$ cat config.mk
export PLATFORM = sky130hd
export DESIGN_NAME = pt_walker
export DESIGN_NICKNAME = d
export VERILOG_FILES = /design/src/rtl/pt_walk_pkg.sv /design/src/rtl/pt_addr_gen.sv /design/src/rtl/pt_leaf_decode.sv /design/src/rtl/pt_walk_ctrl.sv /design/src/rtl/pt_walker.sv
export SDC_FILE = /design/constraint.sdc
export NUM_CORES = 1
export LEC_CHECK = 0
export CORE_ASPECT_RATIO = 0.8
export CORE_MARGIN = 2
export CORE_UTILIZATION = 55
export DETAILED_ROUTE_END_ITERATION = 12
export DONT_BUFFER_PORTS = 1
export PLACE_DENSITY = 0.73
export RECOVER_POWER = 25
export SLEW_MARGIN = 10
export SYNTH_ARGS = -nofsm -noshare
export SYNTH_HDL_FRONTEND = slang
export SYNTH_HIERARCHICAL = 1
export SYNTH_SLANG_ARGS = --single-unit
$ cat constraint.sdc
create_clock -name clk -period 3.2 [get_ports clk]
set_input_delay 0.64 -clock clk [delete_from_list [all_inputs] [get_ports clk]]
set_output_delay 0.64 -clock clk [all_outputs]
set_load 0.03 [all_outputs]
$ cat src/rtl/pt_walk_pkg.sv
// Shared entry layout constants and result types for the page table walker.
// Assumes 32-bit table entries and a 16-byte granule for compressed pages.
package pt_walk_pkg;

    localparam int ENT_W     = 32;
    localparam int ADDR_W    = 32;
    localparam int DISK_BIT  = 31;
    localparam int DIRTY_BIT = 30;
    localparam int SPARE_BIT = 29;
    localparam int SIZE_HI   = 28;
    localparam int SIZE_LO   = 20;
    localparam int SIZE_W    = SIZE_HI - SIZE_LO + 1;
    localparam int LOC_W     = 20;
    localparam int PPN_W     = 11;
    localparam int DPN_W     = 19;
    localparam int GRAN_SH   = 4;
    localparam int CADDR_W   = LOC_W + GRAN_SH;
    localparam int CLEN_W    = SIZE_W + GRAN_SH;

    typedef enum logic [1:0] {
        KIND_PLAIN      = 2'd0,
        KIND_PACKED     = 2'd1,
        KIND_LEAF_DISK  = 2'd2,
        KIND_TABLE_DISK = 2'd3
    } walk_kind_e;

    typedef struct packed {
        walk_kind_e           kind;
        logic [ADDR_W-1:0]    phys;
        logic [CADDR_W-1:0]   caddr;
        logic [CLEN_W-1:0]    clen;
        logic [DPN_W-1:0]     dpn;
        logic                 dirty;
        logic                 spare;
    } walk_res_t;

endpackage

$ cat src/rtl/pt_addr_gen.sv
// Forms the byte addresses of the first- and second-level entries.
// Assumes the second-level table occupies one page of the uncompressed region.
module pt_addr_gen
    import pt_walk_pkg::*;
#(
    parameter int L1_IDX_W = 8,
    parameter int L2_IDX_W = 11,
    parameter int OFF_W    = 13
) (
    input  logic [ADDR_W-1:0]                    l1_base,
    input  logic [ADDR_W-1:0]                    ucomp_base,
    input  logic [L1_IDX_W+L2_IDX_W+OFF_W-1:0]   vaddr,
    input  logic [PPN_W-1:0]                     tbl_ppn,
    output logic [ADDR_W-1:0]                    l1_addr,
    output logic [ADDR_W-1:0]                    l2_addr
);
    localparam int VA_W   = L1_IDX_W + L2_IDX_W + OFF_W;
    localparam int L2_LO  = OFF_W;
    localparam int L1_LO  = OFF_W + L2_IDX_W;

    logic [L1_IDX_W-1:0] idx1;
    logic [L2_IDX_W-1:0] idx2;

    assign idx1 = vaddr[VA_W-1:L1_LO];
    assign idx2 = vaddr[L1_LO-1:L2_LO];

    // Entry addresses: base plus index scaled by the 4-byte entry size.
    always_comb begin
        l1_addr = l1_base + (ADDR_W'(idx1) << 2);
        l2_addr = ucomp_base + (ADDR_W'(tbl_ppn) << OFF_W) + (ADDR_W'(idx2) << 2);
    end

endmodule

$ cat src/rtl/pt_leaf_decode.sv
// Classifies the entry that ends a walk and extracts its fields.
// Fields not belonging to the chosen kind are driven to zero.
module pt_leaf_decode
    import pt_walk_pkg::*;
#(
    parameter int OFF_W = 13
) (
    input  logic [ENT_W-1:0]  entry,
    input  logic              from_l1,
    input  logic [OFF_W-1:0]  offset,
    input  logic [ADDR_W-1:0] ucomp_base,
    output walk_res_t         res
);
    logic [SIZE_W-1:0] size_f;

    assign size_f = entry[SIZE_HI:SIZE_LO];

    // Kind selection and per-kind field extraction.
    always_comb begin
        res       = '0;
        res.dirty = entry[DIRTY_BIT];
        res.spare = entry[SPARE_BIT];
        if (from_l1) begin
            res.kind = KIND_TABLE_DISK;
            res.dpn  = entry[DPN_W-1:0];
        end else if (entry[DISK_BIT]) begin
            res.kind = KIND_LEAF_DISK;
            res.dpn  = entry[DPN_W-1:0];
        end else if (size_f != '0) begin
            res.kind  = KIND_PACKED;
            res.caddr = {entry[LOC_W-1:0], {GRAN_SH{1'b0}}};
            res.clen  = {size_f, {GRAN_SH{1'b0}}};
        end else begin
            res.kind = KIND_PLAIN;
            res.phys = ucomp_base + (ADDR_W'(entry[PPN_W-1:0]) << OFF_W)
                     + ADDR_W'(offset);
        end
    end

endmodule

$ cat src/rtl/pt_walk_ctrl.sv
// Sequencer for one walk: idle, first-level read, second-level read.
// Assumes a held read request and a response that may arrive in the same cycle.
module pt_walk_ctrl (
    input  logic clk,
    input  logic rst_n,
    input  logic req_valid,
    input  logic rsp_valid,
    input  logic rsp_disk,
    output logic ready,
    output logic rd_valid,
    output logic sel_l2,
    output logic in_l1,
    output logic take_req,
    output logic take_tbl,
    output logic finish
);
    typedef enum logic [1:0] {S_IDLE, S_RD1, S_RD2} st_e;
    st_e st_q, st_d;

    // Next state and step strobes.
    always_comb begin
        st_d     = st_q;
        take_req = 1'b0;
        take_tbl = 1'b0;
        finish   = 1'b0;
        case (st_q)
            S_IDLE: if (req_valid) begin
                take_req = 1'b1;
                st_d     = S_RD1;
            end
            S_RD1: if (rsp_valid) begin
                if (rsp_disk) begin
                    finish = 1'b1;
                    st_d   = S_IDLE;
                end else begin
                    take_tbl = 1'b1;
                    st_d     = S_RD2;
                end
            end
            S_RD2: if (rsp_valid) begin
                finish = 1'b1;
                st_d   = S_IDLE;
            end
            default: st_d = S_IDLE;
        endcase
    end

    // State register.
    always_ff @(posedge clk) begin
        if (!rst_n) st_q <= S_IDLE;
        else        st_q <= st_d;
    end

    assign ready    = (st_q == S_IDLE);
    assign rd_valid = (st_q != S_IDLE);
    assign sel_l2   = (st_q == S_RD2);
    assign in_l1    = (st_q == S_RD1);

endmodule

$ cat src/rtl/pt_walker.sv
// Two-level page table walker top: captures the request, issues the two
// entry reads and registers the classified result with a one-cycle strobe.
// Assumes a single outstanding walk and word-aligned table bases.
module pt_walker
    import pt_walk_pkg::*;
#(
    parameter int L1_IDX_W = 8,
    parameter int L2_IDX_W = 11,
    parameter int OFF_W    = 13,
    localparam int VA_W    = L1_IDX_W + L2_IDX_W + OFF_W
) (
    input  logic                clk,
    input  logic                rst_n,
    input  logic [ADDR_W-1:0]   l1_base_i,
    input  logic [ADDR_W-1:0]   ucomp_base_i,
    input  logic                req_valid_i,
    input  logic [VA_W-1:0]     req_vaddr_i,
    output logic                req_ready_o,
    output logic                mem_rd_valid_o,
    output logic [ADDR_W-1:0]   mem_rd_addr_o,
    input  logic                mem_rsp_valid_i,
    input  logic [ENT_W-1:0]    mem_rsp_data_i,
    output logic                done_o,
    output logic [1:0]          kind_o,
    output logic [ADDR_W-1:0]   phys_addr_o,
    output logic [CADDR_W-1:0]  cmp_addr_o,
    output logic [CLEN_W-1:0]   cmp_len_o,
    output logic [DPN_W-1:0]    disk_page_o,
    output logic                dirty_o,
    output logic                spare_o
);
    logic              sel_l2, in_l1, take_req, take_tbl, finish;
    logic [VA_W-1:0]   va_q;
    logic [PPN_W-1:0]  tbl_ppn_q;
    logic [ADDR_W-1:0] l1_addr, l2_addr;
    walk_res_t         res_d, res_q;
    logic              done_q;

    pt_walk_ctrl u_ctrl (
        .clk       (clk),
        .rst_n     (rst_n),
        .req_valid (req_valid_i),
        .rsp_valid (mem_rsp_valid_i),
        .rsp_disk  (mem_rsp_data_i[DISK_BIT]),
        .ready     (req_ready_o),
        .rd_valid  (mem_rd_valid_o),
        .sel_l2    (sel_l2),
        .in_l1     (in_l1),
        .take_req  (take_req),
        .take_tbl  (take_tbl),
        .finish    (finish)
    );

    pt_addr_gen #(
        .L1_IDX_W (L1_IDX_W),
        .L2_IDX_W (L2_IDX_W),
        .OFF_W    (OFF_W)
    ) u_addr (
        .l1_base    (l1_base_i),
        .ucomp_base (ucomp_base_i),
        .vaddr      (va_q),
        .tbl_ppn    (tbl_ppn_q),
        .l1_addr    (l1_addr),
        .l2_addr    (l2_addr)
    );

    pt_leaf_decode #(
        .OFF_W (OFF_W)
    ) u_dec (
        .entry      (mem_rsp_data_i),
        .from_l1    (in_l1),
        .offset     (va_q[OFF_W-1:0]),
        .ucomp_base (ucomp_base_i),
        .res        (res_d)
    );

    // Capture the virtual address and the second-level table page number.
    always_ff @(posedge clk) begin
        if (!rst_n) begin
            va_q      <= '0;
            tbl_ppn_q <= '0;
        end else begin
            if (take_req) va_q      <= req_vaddr_i;
            if (take_tbl) tbl_ppn_q <= mem_rsp_data_i[PPN_W-1:0];
        end
    end

    // Register the decoded result and its strobe.
    always_ff @(posedge clk) begin
        if (!rst_n) begin
            res_q  <= '0;
            done_q <= 1'b0;
        end else begin
            done_q <= finish;
            if (finish) res_q <= res_d;
        end
    end

    assign mem_rd_addr_o = sel_l2 ? l2_addr : l1_addr;
    assign done_o        = done_q;
    assign kind_o        = res_q.kind;
    assign phys_addr_o   = res_q.phys;
    assign cmp_addr_o    = res_q.caddr;
    assign cmp_len_o     = res_q.clen;
    assign disk_page_o   = res_q.dpn;
    assign dirty_o       = res_q.dirty;
    assign spare_o       = res_q.spare;

endmodule

**Word level (Yosys, flattened, before mapping)**

Cells that the tools add are included.

- $add $sub $neg: 5
- Multipliers: 0
- Divide/modulo/power cells: 0
- Order comparisons: 0
- Eq/ne operators: 5
- Shift-type cells: 0
- Multiplexer cells: 24
- Bitwise logic cells: 0
- Reduce and logical (&&, ||, !) cells: 4

Operator list:

| cell | count |
|---|---|
| 2-to-1 mux 69 bit | 2 |
| adder 32 x 13 -> 32 bit | 2 |
| adder 32 x 24 -> 32 bit | 2 |
| 2-to-1 mux 32 bit | 2 |
| 2-to-1 mux 19 bit | 2 |
| 2-to-1 mux 37 bit | 1 |
| adder 32 x 10 -> 32 bit | 1 |
| 2-to-1 mux 2 bit | 6 |
| 2-to-1 mux 1 bit | 9 |
| nonzero test 9 bit | 1 |
| inequality test 2 bit (second input constant) | 3 |
| case mux 2 bit (3 select lines) | 1 |
| AND reduction 3 bit | 1 |
| equality test 2 x 1 -> 1 bit (second input constant) | 1 |
| equality test 2 bit (second input constant) | 1 |
| logical NOT 2 bit | 1 |
| case mux 1 bit (2 select lines) | 1 |
| nonzero test 2 bit | 1 |

- Flip-flop bits (word level): 138
- Latch bits: 0
- Bits in writable memories: 0
- Memory bits (read-only): 0
- Word-level logic and storage cells: 49
- Memories: 0

**Depth between registers and ports, before layout**

- Depth after elaboration: 5
- Mapped depth: 12
- Gate-level depth less buffers: 12

**Cells and area by module**

The synthesis kept the hierarchy.

Modules (own cells, without submodules):

| module | times used | cells an instance | area each (µm²) | seq. area each (µm²) |
|---|---|---|---|---|
| pt_walker | 1 | 474 | 5,596.6 | 2,722.6 |
| pt_addr_gen | 1 | 300 | 2,225.9 | 0.0 |
| pt_leaf_decode | 1 | 314 | 1,978.1 | 0.0 |
| pt_walk_ctrl | 1 | 24 | 210.2 | 40.0 |

**Worst setup path after synthesis**

Ideal clock, no wire load.

- Kind: input -> output
- Start: input ucomp_base_i[2]
- End: output mem_rd_addr_o[28]
- Arrival: 2.544 ns
- Data required time: 2.560 ns
- Slack: 0.016 ns
- Stages on the path: 10
- Path buffers: 0
- Cells stage by stage: ha_1 -> inv_1 -> fa_1 -> nand2b_1 -> a21oi_1 -> o211ai_2 -> a21oi_1 -> o2111ai_1 -> xnor2_1 -> mux2_2

- Word-level cells in the longest chain between the ends: 3

RTL lines:

| what | RTL line | text |
|---|---|---|
| start: declaration | pt_walker.sv:15 | `input logic [ADDR_W-1:0] ucomp_base_i,` |
| adder 32 x 24 -> 32 bit | pt_addr_gen.sv:30 | `l2_addr = ucomp_base + (ADDR_W'(tbl_ppn) << OFF_W) + (ADDR_W'(idx2) << 2);` |
| adder 32 x 13 -> 32 bit | pt_addr_gen.sv:30 |  |
| named net l2_addr[28] | pt_walker.sv:35 | `logic [ADDR_W-1:0] l1_addr, l2_addr;` |
| 2-to-1 mux 32 bit | pt_walker.sv:99 | `assign mem_rd_addr_o = sel_l2 ? l2_addr : l1_addr;` |
| end: declaration | pt_walker.sv:20 | `output logic [ADDR_W-1:0] mem_rd_addr_o,` |

The timed path passes the listed nets, and every way through them passes these cells.

**Worst setup path after layout**

- Start: register va_q[24]
- End: output mem_rd_addr_o[28]

- Word-level cells in the longest chain between the ends: 2

RTL lines:

| what | RTL line | text |
|---|---|---|
| start: declaration | pt_walker.sv:33 | `logic [VA_W-1:0] va_q;` |
| start signal: assignment | pt_walker.sv:83 | `if (take_req) va_q <= req_vaddr_i;` |
| adder 32 x 10 -> 32 bit | pt_addr_gen.sv:29 | `l1_addr = l1_base + (ADDR_W'(idx1) << 2);` |
| named net l1_addr[28] | pt_walker.sv:35 |  |
| 2-to-1 mux 32 bit | pt_walker.sv:99 |  |

The timed path passes the listed nets, and every way through them passes these cells.

==> impl_metrics.csv <==
group,metric,value,unit
run_status,status,"finished with violations",
run_status,failed_checks,"setup timing",
synthesis,synth_cell_types,74,
placement,place_ws,-0.210,ns
timing,fmax,293,MHz
floorplanning,die_area,19300,µm²
grt,grt_max_degree,141,
placement,place.gp.congestion,0.867,
grt,antenna_found_initial,1,
final_layout,drive_above_1_share,20.3,%
pwr,ir_worst_vdd,0.000341,V
worst_setup_path,worstPathRequired,2.56,ns
timing,setup_viol,12,
detailed_routing,wl,26800,µm
pwr,clockPowerShare,33.5,%
timing,hold_viol_final,0,
synthesis,synth_top_area_cell,"dfxtp_1",
clock_tree,hold_buffers,0,
clock_tree,h-tree-depth,4,
clock_tree,clock_path_buffers,2,
detailed_routing,drc,0,
grt,grt.total_usage,26.2,%
grt,grt_pass1_vias,7635,
floorplanning,rows,44,
timing,rsz0062_at_grt,"true",
floorplanning,pin_count,259,
grt,grt_util_met2,42.5,%
synthesis,syn_area,10000,µm²
synthesis,synth_edf_count,0,
final_layout,n_fill_cell,1457,
final_layout,nets,1331,
pwr,switching_share,34.0,%
pwr,power_frac_seq,32.3,%
timing,maxSlewHeadroom,50.4,%
timing,period_needed,3.41,ns
clock_tree,root_buffer,"clkbuf_16",
synthesis,ys_async_sr_fraction,0,%
clock_tree,clock_sinks,138,
grt,grt_util_met3,8.70,%
worst_hold_path,hp-class,"in2reg",
detailed_routing,first_pass_iters,6,
timing,worst_slack,-0.211,ns
clock_tree,numCtsBuffers,17,
timing,finClkSkew,0.00752,ns
flow_run,maxCapViolations,0,
worst_setup_path,start_kind,"register",
pwr,p_int,3.97,mW
synthesis,synth-simple-area-share,21.9,%
pwr,p_sw,2.04,mW
worst_setup_path,worst_ep_arrival_time,2.77,ns
pwr,pwr_density_cell,517,nW/µm²
timing,timing.final.crit_share,107,%
final_layout,final_common_cell,"nor2b_1",
synthesis,synthXorXnorAreaFrac,6.82,%
synthesis,synth_seq_area_share,27.6,%
detailed_routing,drt_iter0_markers,460,
floorplanning,start_util,55.6,%
grt,grt_pass1_wl,40400,µm
synthesis,synth-seq-cells,138,
synthesis,yosys.area_share.adder,8.10,%
floorplanning,die_h,125,µm
clock_tree,cts_tree,"done",
clock_tree,worstSkewPairLatency,0.41,ns
floorplanning,die_width,155,µm
synthesis,synth_compound_area_share,11.5,%
detailed_routing,ant_nets,0,
timing,worst_slew_pin_slew,0.744,ns
synthesis,synth_top_family_by_area,"simple AND/OR/NAND/NOR gates",
detailed_routing,viasPerCell,5.78,
worst_setup_path,cp_max_fo,6,
worst_setup_path,crit_type,"reg2out",
grt,grtUsageMet1,32.9,%
final_layout,layout_common_cells,"nor2b_1, mux2i_1, dfxtp_1",
final_layout,area_growth_syn_to_layout,16.2,%
grt,grt-ovfl-total,0,
synthesis,synth_area_leaders,"dfxtp_1, mux2i_1, nor2b_1",
worst_setup_path,worstSetupEndpointType,"output pin",
detailed_routing,avgRoutedWirePerCell,19.4,µm
synthesis,syn_avg_cell_area,9.00,µm²
synthesis,yosysWarnings,6,
synthesis,muxShareOfSynthArea,17.3,%
floorplanning,coreArea,18000,µm²
synthesis,synth_top_area_share,27.6,%
final_layout,n_antenna_cell,0,
synthesis,synthCells,1112,
grt,busiest_layer,"met2",
pwr,power_leakage,4.39,nW
placement,io_buffer_count,0,
timing,slew_viol_final,0,
detailed_routing,vias,7973,
synthesis,synthFlopType,"dfxtp_1",
clock_tree,clkSlewWorstSetupHoldPaths,0.06,ns
pwr,power_frac_comb,34.3,%
pwr,power,6.01,mW
placement,dp.final_hpwl,19000,µm
==> cell families (layout without fill, tap and decap cells) <==
| kind of cell | Yosys count | after routing |
|---|---|---|
| AOI/OAI and AO/OA | 167 | 167 |
| xor gates and xnor gates | 78 | 78 |
| adders and majority gates | 63 | 63 |
| buffers and inverters | 101 | 131 |
| DFF | 138 | 138 |
| muxes | 169 | 169 |
| other | 1 | 8 |
| and+or+nand+nor | 395 | 395 |
==> power by group through the flow <==
stage,Clock (mW),Sequential [mW],Combinational [mW]
2_1_floorplan,0,1.94,1.50
3_3_place_gp,0,1.96,1.77
3_5_place_dp,0,1.96,1.79
4_1_cts,2.06,1.93,1.92
5_1_grt,2.14,1.95,2.22
6_report,2.01,1.94,2.06
==> worst max-delay path, cell delays in order, from the launching register on <==
cell      delay (ns)
dfxtp_2         0.36
ha_4            0.14
inv_2           0.04
fa_2            0.40
nor2b_2         0.14
o21ai_2         0.09
a21boi_2        0.20
o21a_4          0.20
buf_12          0.14
nor3b_4         0.21
xnor2_1         0.09
mux2_4          0.33
==> flip-flops by register name, indices dropped and copies added, names as in the netlist <==
signal	count
phys_addr_o	32
va_q	32
cmp_addr_o	24
disk_page_o	19
cmp_len_o	13
tbl_ppn_q	11
kind_o	2
u_ctrl/st_q	2
dirty_o	1
done_o	1
spare_o	1
==> synthesized netlist by cell type, types with 3 or more instances <==
| master | number |
|---|---|
| nor2b_1 | 157 |
| dfxtp_1 | 138 |
| mux2i_1 | 137 |
| ha_1 | 60 |
| nor2_1 | 60 |
| nand2_1 | 53 |
| xnor2_1 | 50 |
| a21oi_1 | 47 |
| and2_1 | 39 |
| inv_1 | 31 |
| mux2_2 | 30 |
| o21ai_0 | 29 |
| xor2_1 | 28 |
| buf_4 | 26 |
| nand3_1 | 20 |
| clkbuf_1 | 18 |
| a21o_1 | 16 |
| and3_1 | 15 |
| o21a_1 | 11 |
| nand4_1 | 10 |
| nand2b_1 | 9 |
| a31oi_1 | 8 |
| buf_12 | 8 |
| buf_2 | 8 |
| nor3_1 | 8 |
| a211oi_1 | 6 |
| clkbuf_2 | 6 |
| o211ai_1 | 6 |
| and4_1 | 5 |
| o2111ai_1 | 4 |
| o21bai_1 | 4 |
| or3_1 | 4 |
| a21oi_2 | 3 |
| a311oi_1 | 3 |
| fa_1 | 3 |
| o21ai_1 | 3 |
==> routing by layer <==
layer  wire, µm  part of all wire [%]
met3       2580                   9.6
met1      11200                    42
met2      12300                    46
met4        674                   2.5
met5         16                 0.060
==> layout make-up <==
type | instances | area [µm²] | area share, %
well taps | 230 | 288 | 2.47
inverters | 32 | 120 | 1.03
multi-input cells | 880 | 7290 | 62.7
clock inverters | 13 | 168 | 1.44
clock buffers | 19 | 433 | 3.72
flip-flops and latches | 138 | 2780 | 23.9
repair buffers | 67 | 549 | 4.72
==> path summary, 6_finish.rpt <==
| kind | cells past startpoint | from | slack, ns | endpoint |
|---|---|---|---|---|
| worst min register to register | 2 | u_ctrl/st_q[0] | 0.51 | u_ctrl/st_q[0] |
| worst max register to register | 10 | va_q[4] | 0.48 | phys_addr_o[21] |
| worst min-delay path | 1 | rst_n | 0.36 | cmp_addr_o[23] |
| worst max-delay path | 11 | va_q[24] | -0.21 | mem_rd_addr_o[28] |
==> what timing repair did <==
item | 4_1_cts | 5_1_grt
gates resized for setup | 69 | 66
cloned | 0 | 1
pin swaps | 16 | 49
buffers inserted | 2 | 6
endpoints found under the setup margin | 23 | 23
==> per-stage QoR <==
step | instances | hold WS, ns | utilization (%) | TNS (ns) | instance area, µm²
global route | 1379 | 0.339 | 64.6 | -2.65 | 11600
finish | 1379 | 0.360 | 64.6 | -1.72 | 11600
floorplan | 1119 | 0.471 | - | 0 | 10000
global placement | 1340 | 0.485 | 57.0 | -0.747 | 10300
CTS | 1374 | 0.334 | 62.4 | -0.840 | 11200
detailed placement | 1340 | 0.506 | 57.0 | -1.04 | 10300
(Power assumes the default switching activity.)
